--- config.mk ---
export PLATFORM = sky130hd
export DESIGN_NAME = otp_fuse_ctrl
export DESIGN_NICKNAME = d
export VERILOG_FILES = /design/src/rtl/fuse_pkg.sv /design/src/rtl/fuse_rst_sync.sv /design/src/rtl/fuse_bank.sv /design/src/rtl/fuse_shadow.sv /design/src/rtl/fuse_seq.sv /design/src/rtl/otp_fuse_ctrl.sv
export SDC_FILE = /design/constraint.sdc
export NUM_CORES = 2
export LEC_CHECK = 0
export CAP_MARGIN = 10
export CORE_ASPECT_RATIO = 0.5
export CORE_MARGIN = 2
export CORE_UTILIZATION = 45
export CTS_CLUSTER_SIZE = 10
export DETAILED_ROUTE_END_ITERATION = 10
export PLACE_DENSITY_LB_ADDON = 0.3
export SLEW_MARGIN = 30
export SYNTH_ARGS = -nofsm -noshare
export SYNTH_HDL_FRONTEND = slang
export SYNTH_SLANG_ARGS = --single-unit
--- constraint.sdc ---
create_clock -name clk -period 3.64 [get_ports clk]
set_input_delay 0.728 -clock clk [delete_from_list [all_inputs] [get_ports clk]]
set_output_delay 0.728 -clock clk [all_outputs]
set_load 0.02 [all_outputs]
--- src/rtl/fuse_pkg.sv ---
package fuse_pkg;
  typedef enum logic [1:0] {
    OP_READ     = 2'b00,
    OP_PROG     = 2'b01,
    OP_PROG_ALL = 2'b10,
    OP_NOP      = 2'b11
  } fuse_op_e;

  typedef enum logic [1:0] {
    ST_BOOT = 2'b00,
    ST_IDLE = 2'b01,
    ST_BUSY = 2'b10
  } fuse_st_e;
endpackage

--- src/rtl/fuse_rst_sync.sv ---
module fuse_rst_sync #(
  parameter int STAGES = 2
) (
  input  logic clk,
  input  logic arst_n,
  output logic srst_n
);
  logic [STAGES-1:0] sync_q;

  always_ff @(posedge clk or negedge arst_n) begin
    if (!arst_n) sync_q <= '0;
    else         sync_q <= {sync_q[STAGES-2:0], 1'b1};
  end

  assign srst_n = sync_q[STAGES-1];
endmodule

--- src/rtl/fuse_bank.sv ---
module fuse_bank #(
  parameter int BYTES = 128,
  parameter int DW    = 8,
  parameter int AW    = $clog2(BYTES)
) (
  input  logic          clk,
  input  logic          por_n,
  input  logic          wr_en,
  input  logic [AW-1:0] wr_addr,
  input  logic [DW-1:0] wr_data,
  input  logic [AW-1:0] rd_addr,
  output logic [DW-1:0] rd_byte,
  output logic          lock_bit
);
  logic [BYTES-1:0][DW-1:0] rows;

  for (genvar g = 0; g < BYTES; g++) begin : g_cell
    logic [DW-1:0] cell_q;
    logic          cell_en;

    assign cell_en = wr_en && (wr_addr == AW'(g));

    always_ff @(posedge clk or negedge por_n) begin
      if (!por_n)       cell_q <= '0;
      else if (cell_en) cell_q <= cell_q | wr_data;
    end

    assign rows[g] = cell_q;
  end

  assign rd_byte  = rows[rd_addr];
  assign lock_bit = rows[BYTES-1][DW-1];
endmodule

--- src/rtl/fuse_shadow.sv ---
module fuse_shadow #(
  parameter int SHADOW_BYTES = 8,
  parameter int DW           = 8,
  parameter int AW           = 7
) (
  input  logic                       clk,
  input  logic                       rst_n,
  input  logic                       cap_en,
  input  logic [AW-1:0]              cap_idx,
  input  logic [DW-1:0]              cap_data,
  output logic [SHADOW_BYTES*DW-1:0] shadow
);
  for (genvar s = 0; s < SHADOW_BYTES; s++) begin : g_slot
    logic [DW-1:0] slot_q;
    logic          slot_en;

    assign slot_en = cap_en && (cap_idx == AW'(s));

    always_ff @(posedge clk or negedge rst_n) begin
      if (!rst_n)       slot_q <= '0;
      else if (slot_en) slot_q <= cap_data;
    end

    assign shadow[s*DW +: DW] = slot_q;
  end
endmodule

--- src/rtl/fuse_seq.sv ---
module fuse_seq
  import fuse_pkg::*;
#(
  parameter int BYTES        = 128,
  parameter int DW           = 8,
  parameter int AW           = 7,
  parameter int PROG_CYCLES  = 4,
  parameter int SHADOW_BYTES = 8
) (
  input  logic          clk,
  input  logic          rst_n,
  input  logic          cmd_valid,
  input  logic [1:0]    cmd_op,
  input  logic [AW-1:0] cmd_addr,
  input  logic [DW-1:0] cmd_wdata,
  input  logic [DW-1:0] rd_byte,
  input  logic          lock_bit,
  output logic          cmd_ready,
  output logic [AW-1:0] rd_addr,
  output logic          wr_en,
  output logic [AW-1:0] wr_addr,
  output logic [DW-1:0] wr_data,
  output logic [DW-1:0] rd_data,
  output logic          rd_valid,
  output logic          prog_err,
  output logic          boot_done,
  output logic          cap_en,
  output logic [AW-1:0] cap_idx
);
  localparam int CW = $clog2(PROG_CYCLES + 1);

  fuse_st_e      st_q, st_d;
  logic [AW-1:0] ptr_q, ptr_d;
  logic [CW-1:0] cnt_q, cnt_d;
  logic [DW-1:0] wd_q, wd_d;
  logic          walk_q, walk_d;
  logic          blk_q, blk_d;
  logic [DW-1:0] rdd_q, rdd_d;
  logic          rdv_q, rdv_d;
  logic          err_q, err_d;
  logic          boot_q, boot_d;
  logic          last_tick;
  logic          want_walk;
  fuse_op_e      op;

  assign op        = fuse_op_e'(cmd_op);
  assign last_tick = (cnt_q == CW'(PROG_CYCLES - 1));
  assign want_walk = (op == OP_PROG_ALL) && !lock_bit;

  always_comb begin
    st_d   = st_q;
    ptr_d  = ptr_q;
    cnt_d  = cnt_q;
    wd_d   = wd_q;
    walk_d = walk_q;
    blk_d  = blk_q;
    rdd_d  = rdd_q;
    rdv_d  = 1'b0;
    err_d  = 1'b0;
    boot_d = boot_q;
    cap_en = 1'b0;
    wr_en  = 1'b0;
    unique case (st_q)
      ST_BOOT: begin
        cap_en = 1'b1;
        ptr_d  = ptr_q + AW'(1);
        if (ptr_q == AW'(SHADOW_BYTES - 1)) begin
          st_d   = ST_IDLE;
          boot_d = 1'b1;
          ptr_d  = '0;
        end
      end
      ST_IDLE: begin
        if (cmd_valid) begin
          unique case (op)
            OP_READ: begin
              rdv_d = 1'b1;
              rdd_d = rd_byte;
            end
            OP_PROG, OP_PROG_ALL: begin
              st_d   = ST_BUSY;
              cnt_d  = '0;
              wd_d   = cmd_wdata;
              blk_d  = lock_bit;
              walk_d = want_walk;
              ptr_d  = want_walk ? '0 : cmd_addr;
            end
            default: ;
          endcase
        end
      end
      ST_BUSY: begin
        cnt_d = cnt_q + CW'(1);
        if (last_tick) begin
          cnt_d = '0;
          wr_en = !blk_q;
          err_d = blk_q || (|(rd_byte & ~wd_q));
          if (walk_q && (ptr_q != AW'(BYTES - 1))) ptr_d = ptr_q + AW'(1);
          else                                       st_d  = ST_IDLE;
        end
      end
      default: st_d = ST_IDLE;
    endcase
  end

  always_ff @(posedge clk or negedge rst_n) begin
    if (!rst_n) begin
      st_q   <= ST_BOOT;
      ptr_q  <= '0;
      cnt_q  <= '0;
      wd_q   <= '0;
      walk_q <= 1'b0;
      blk_q  <= 1'b0;
      rdd_q  <= '0;
      rdv_q  <= 1'b0;
      err_q  <= 1'b0;
      boot_q <= 1'b0;
    end else begin
      st_q   <= st_d;
      ptr_q  <= ptr_d;
      cnt_q  <= cnt_d;
      wd_q   <= wd_d;
      walk_q <= walk_d;
      blk_q  <= blk_d;
      rdd_q  <= rdd_d;
      rdv_q  <= rdv_d;
      err_q  <= err_d;
      boot_q <= boot_d;
    end
  end

  assign cmd_ready = (st_q == ST_IDLE);
  assign rd_addr   = (st_q == ST_IDLE) ? cmd_addr : ptr_q;
  assign wr_addr   = ptr_q;
  assign wr_data   = wd_q;
  assign cap_idx   = ptr_q;
  assign rd_data   = rdd_q;
  assign rd_valid  = rdv_q;
  assign prog_err  = err_q;
  assign boot_done = boot_q;
endmodule

--- src/rtl/otp_fuse_ctrl.sv ---
module otp_fuse_ctrl #(
  parameter int BYTES        = 128,
  parameter int DW           = 8,
  parameter int PROG_CYCLES  = 4,
  parameter int SHADOW_BYTES = 8,
  localparam int AW          = $clog2(BYTES)
) (
  input  logic                       clk,
  input  logic                       por_n,
  input  logic                       rst_n,
  input  logic                       cmd_valid,
  output logic                       cmd_ready,
  input  logic [1:0]                 cmd_op,
  input  logic [AW-1:0]              cmd_addr,
  input  logic [DW-1:0]              cmd_wdata,
  output logic [DW-1:0]              rd_data,
  output logic                       rd_valid,
  output logic                       prog_err,
  output logic                       boot_done,
  output logic [SHADOW_BYTES*DW-1:0] cfg_shadow
);
  logic          srst_n;
  logic [AW-1:0] rd_addr;
  logic [DW-1:0] rd_byte;
  logic          lock_bit;
  logic          wr_en;
  logic [AW-1:0] wr_addr;
  logic [DW-1:0] wr_data;
  logic          cap_en;
  logic [AW-1:0] cap_idx;

  fuse_rst_sync #(.STAGES(2)) rst_sync_i (
    .clk    (clk),
    .arst_n (rst_n),
    .srst_n (srst_n)
  );

  fuse_bank #(.BYTES(BYTES), .DW(DW), .AW(AW)) bank_i (
    .clk      (clk),
    .por_n    (por_n),
    .wr_en    (wr_en),
    .wr_addr  (wr_addr),
    .wr_data  (wr_data),
    .rd_addr  (rd_addr),
    .rd_byte  (rd_byte),
    .lock_bit (lock_bit)
  );

  fuse_seq #(
    .BYTES(BYTES), .DW(DW), .AW(AW),
    .PROG_CYCLES(PROG_CYCLES), .SHADOW_BYTES(SHADOW_BYTES)
  ) seq_i (
    .clk       (clk),
    .rst_n     (srst_n),
    .cmd_valid (cmd_valid),
    .cmd_op    (cmd_op),
    .cmd_addr  (cmd_addr),
    .cmd_wdata (cmd_wdata),
    .rd_byte   (rd_byte),
    .lock_bit  (lock_bit),
    .cmd_ready (cmd_ready),
    .rd_addr   (rd_addr),
    .wr_en     (wr_en),
    .wr_addr   (wr_addr),
    .wr_data   (wr_data),
    .rd_data   (rd_data),
    .rd_valid  (rd_valid),
    .prog_err  (prog_err),
    .boot_done (boot_done),
    .cap_en    (cap_en),
    .cap_idx   (cap_idx)
  );

  fuse_shadow #(.SHADOW_BYTES(SHADOW_BYTES), .DW(DW), .AW(AW)) shadow_i (
    .clk      (clk),
    .rst_n    (srst_n),
    .cap_en   (cap_en),
    .cap_idx  (cap_idx),
    .cap_data (rd_byte),
    .shadow   (cfg_shadow)
  );
endmodule

==> reports/metrics.cfg <==
[hold_path]
min_path_type = in -> async

[placement]
io_buffers = 96
place_hpwl_um = 131500
gp_congestion = 1.042
post-place-ws_ns = -1.292

[run]
drv_cap = 0

[cells_and_area]
area_growth_pct = 25.87
num-nets-final = 5450
nFillCells = 9100
layout-drive-gt1-share_pct = 20.51

[timing]
period_share_pct = 102.7
hold_violations = 0
setup_viol = 57
fin_ws_ns = -0.09817
slew_headroom_pct = 33.67
worst_pin_slew_ns = 0.9950
final-max-slew-violation-count = 0
rsz0062_at_grt = true
hold_slack_ns = 0.02178
timing.fmax_ghz = 0.2675
layout_min_cycle_time_ns = 3.738
finalClockSkew_ns = 0.03739

[clock_network]
cts_hold_buf = 0
ctsHtreeMaxLevel = 4
cts_tree = built
ctsLongestPathBuffers = 3
clk_latency_ns = 0.78
cts-root-buf = clkbuf_16
cts_buffers = 130
cts.sinks = 1123
clk_pin_slew_ns = 0.06

[synth]
async_flop_share_pct = 100.0
synth_flop_cell = dfrtp_1
yosysTopAreaCell = dfrtp_1
ys_types = 86
ys_warn_count = 0
ys_top_cells_by_area = dfrtp_1 56%, a21o_1 15%, nand2_1 5.9%, nor2_1 1.6%, nand3_1 1.6%
synth_cells = 4837
syn_avg_cell_area_um2 = 10.37
synth.cell_area_um2 = 50140
ys_top_cells_by_count = 1123 x dfrtp_1, 993 x a21o_1, 791 x nand2_1
ys_seq_area_share_pct = 56.04
synth_edf_count = 0
yosysMostFrequentCell = dfrtp_1
synth_top_area_share_pct = 56.04
synth_fp_nets = 4869
yosys_register_bits = 1123

[drt]
vias = 44390
drc_errors = 0
wl_um = 195600
dr.pass1.iters = 7
ant_nets = 0
routedWlPerCell_um = 28.20
via_per_inst = 6.400
detail_route.iter0.violations = 5897

[power_and_ir_drop]
vdd_drop_max_uv = 611.8
power_density_nw_per_um2 = 821.2
combPwrFrac_pct = 50.8
p_int_uw = 29510
p_sw_uw = 22320
switching_share_pct = 43.06
clockPowerShare_pct = 22.5
power_frac_seq_pct = 26.7
power_leakage_uw = 0.03688

[grt]
grt-ovfl-total = 0
grt_max_degree = 131
grt_antenna_before_repair = 9
grt_pass1_vias = 43400
grt_use_total_pct = 33.99
grt_first_pass_wirelength_um = 287100

[critical_path]
regToRegStartpoint = seq_i.st_q[1]
arrival_ns = 4.43
cp-endpoint = shadow_i.g_slot[2].slot_q[3]
reg2regPathDepth = 16
r2r_slack_ns = -0.1
crit_required_ns = 4.33
crit_start = seq_i.st_q[1]
cp_num_cells = 16
start_kind = flip-flop
end_kind = flip-flop
r2r_end = shadow_i.g_slot[2].slot_q[3]
cp_max_fo = 8
crit_top_cell = buf_4
path_cells = inv_2 > ha_4 > buf_12 > mux2_2 > nor2_2 > buf_4 > nand2_1 > buf_4 > o22ai_2 > o31ai_4 > o211ai_1 > o211ai_1 > buf_4 > mux2i_4 > buf_6 > mux2_2
cpMaxStageDelayCell = mux2_2
path_class = reg -> reg
cp_top_family = buffers and inverters
crit_buf_inv = 6
slowest_delay_ns = 0.44

[outcome]
violations = setup timing
status = finished with violations

[floorplan]
die_w_um = 476.1
fp.dieArea_um2 = 114300
rows = 86
core_area_um2 = 110300
die_h_um = 240.0
initial_core_util_pct = 45.46
top_level_ports = 97

[per-layer routing]
layer	up-vias	global-route usage, %	routed length, um
met2	2790	48.75	81620
li1	18390	-	-
met4	6	15.34	9995
met5	-	0	37
met3	657	10.96	25460
met1	22560	46.90	78490
[worst min path at each step]
stage | from | endpoint | cells past startpoint
floorplan | rst_sync_i.sync_q[0] | rst_sync_i.sync_q[1] | 0
global placement | rst_sync_i.sync_q[0] | rst_sync_i.sync_q[1] | 0
detailed placement | rst_sync_i.sync_q[0] | rst_sync_i.sync_q[1] | 0
CTS | por_n | bank_i.g_cell[106].cell_q[7] | 1
global route | por_n | bank_i.g_cell[115].cell_q[6] | 1
finish | por_n | bank_i.g_cell[115].cell_q[2] | 1
[power by group through the flow]
stage	Combinational (uW)	Clock [uW]	Sequential (uW)
floorplan	9500	0	13800
global placement	21700	0	14000
detailed placement	21800	0	14000
CTS	23800	11700	13800
global route	26900	12300	13900
finish	26300	11600	13900
[cell families (layout without fill, tap and decap cells)]
kind of cell	Yosys count	count (layout)	synth area share, %
compound gates	1792	1792	25.54
fa+ha+maj	11	11	0.2745
buf+inv	423	1023	3.573
flops	1123	1123	56.04
mux	116	116	2.837
other cells	1	4	0.007479
simple gates	1371	1371	11.72
[worst register-to-register path, cell delays in order, from the launching register on]
cell	delay, ns
dfrtp_1	0.38
inv_2	0.08
ha_4	0.26
buf_12	0.17
mux2_2	0.44
nor2_2	0.17
buf_4	0.23
nand2_1	0.11
buf_4	0.17
o22ai_2	0.20
o31ai_4	0.11
o211ai_1	0.26
o211ai_1	0.21
buf_4	0.23
mux2i_4	0.28
buf_6	0.19
mux2_2	0.16
[registers in the layout (all words and copies together), names as in the netlist]
name	cells
seq_i.blk_q	1
seq_i.cnt_q	3
seq_i.rd_data	8
seq_i.rd_valid	1
seq_i.boot_done	1
rst_sync_i.sync_q	2
seq_i.wr_data	8
seq_i.prog_err	1
seq_i.st_q	2
seq_i.walk_q	1
bank_i.g_cell.cell_q	1024
seq_i.cap_idx	7
shadow_i.g_slot.slot_q	64
[layout make-up]
type / count / area, um^2 / share of cell area [%]
diodes: 3 / 7.507 / 0.01189
clock buffers: 139 / 3361 / 5.325
clock inverters: 12 / 142.6 / 0.2260
inverters: 60 / 234.0 / 0.3707
multi-input cells: 3291 / 21480 / 34.04
flip-flops and latches: 1123 / 28140 / 44.58
well taps: 1496 / 1872 / 2.966
repair buffers: 812 / 7876 / 12.48
[stage by stage]
step                      cells  area [um^2]  utilization (%)  total power [uW]  setup TNS, ns
after global placement     6720        57390            52.04             35660         -62.19
after floorplan            4837        50140                -             23270              0
after detailed placement   6720        57400            52.04             35840         -62.02
final                      6936        63110            57.22             51830         -2.920
after global routing       6933        63110            57.22             53010         -4.701
after CTS                  6906        62070            56.28             49320      -0.002315
[cells in the final DEF, fill, tap and decap left out, types with 10 or more instances in the layout]
cell type        netlist  routed
mux2_2                39      35
and3_1                58      55
buf_16                 0      10
a21oi_1              140     134
a32oi_1               14      11
buf_6                  5      45
clkbuf_16              0     138
a22oi_1               16      16
ha_1                  11      10
nor2b_1               21      21
mux2i_1               55      43
a2111oi_2              0      16
o21ai_0              150     128
nor4_2                 1      10
a21o_1               993     993
dfrtp_1             1123    1113
o21a_1                12      11
inv_1                 56      54
nor4_1                33      21
clkdlybuf4s50_1        0      94
nor2_2                 2      10
a31oi_1               41      33
a211oi_1              46      39
and2_1                15      14
nor3_1                25      18
a311oi_1              22      15
nand3_1              161     153
nor2_1               215     204
a21boi_0              84      80
o211ai_1              70      70
mux4_2                14      14
nand2_2                1      14
o21ai_1                4      21
buf_4                 11     568
nand4_1               20      20
a221oi_1              19      15
o22ai_1               69      65
buf_12                 0      81
nand2_1              791     778
[what timing repair did]
item / CTS / global route
pin swaps: 39 / 52
setup buffers: 33 / 24
cloned: 6 / 6
setup endpoints to repair: 73 / 74
gates resized for setup: 155 / 181
(Power assumes the default switching activity.)
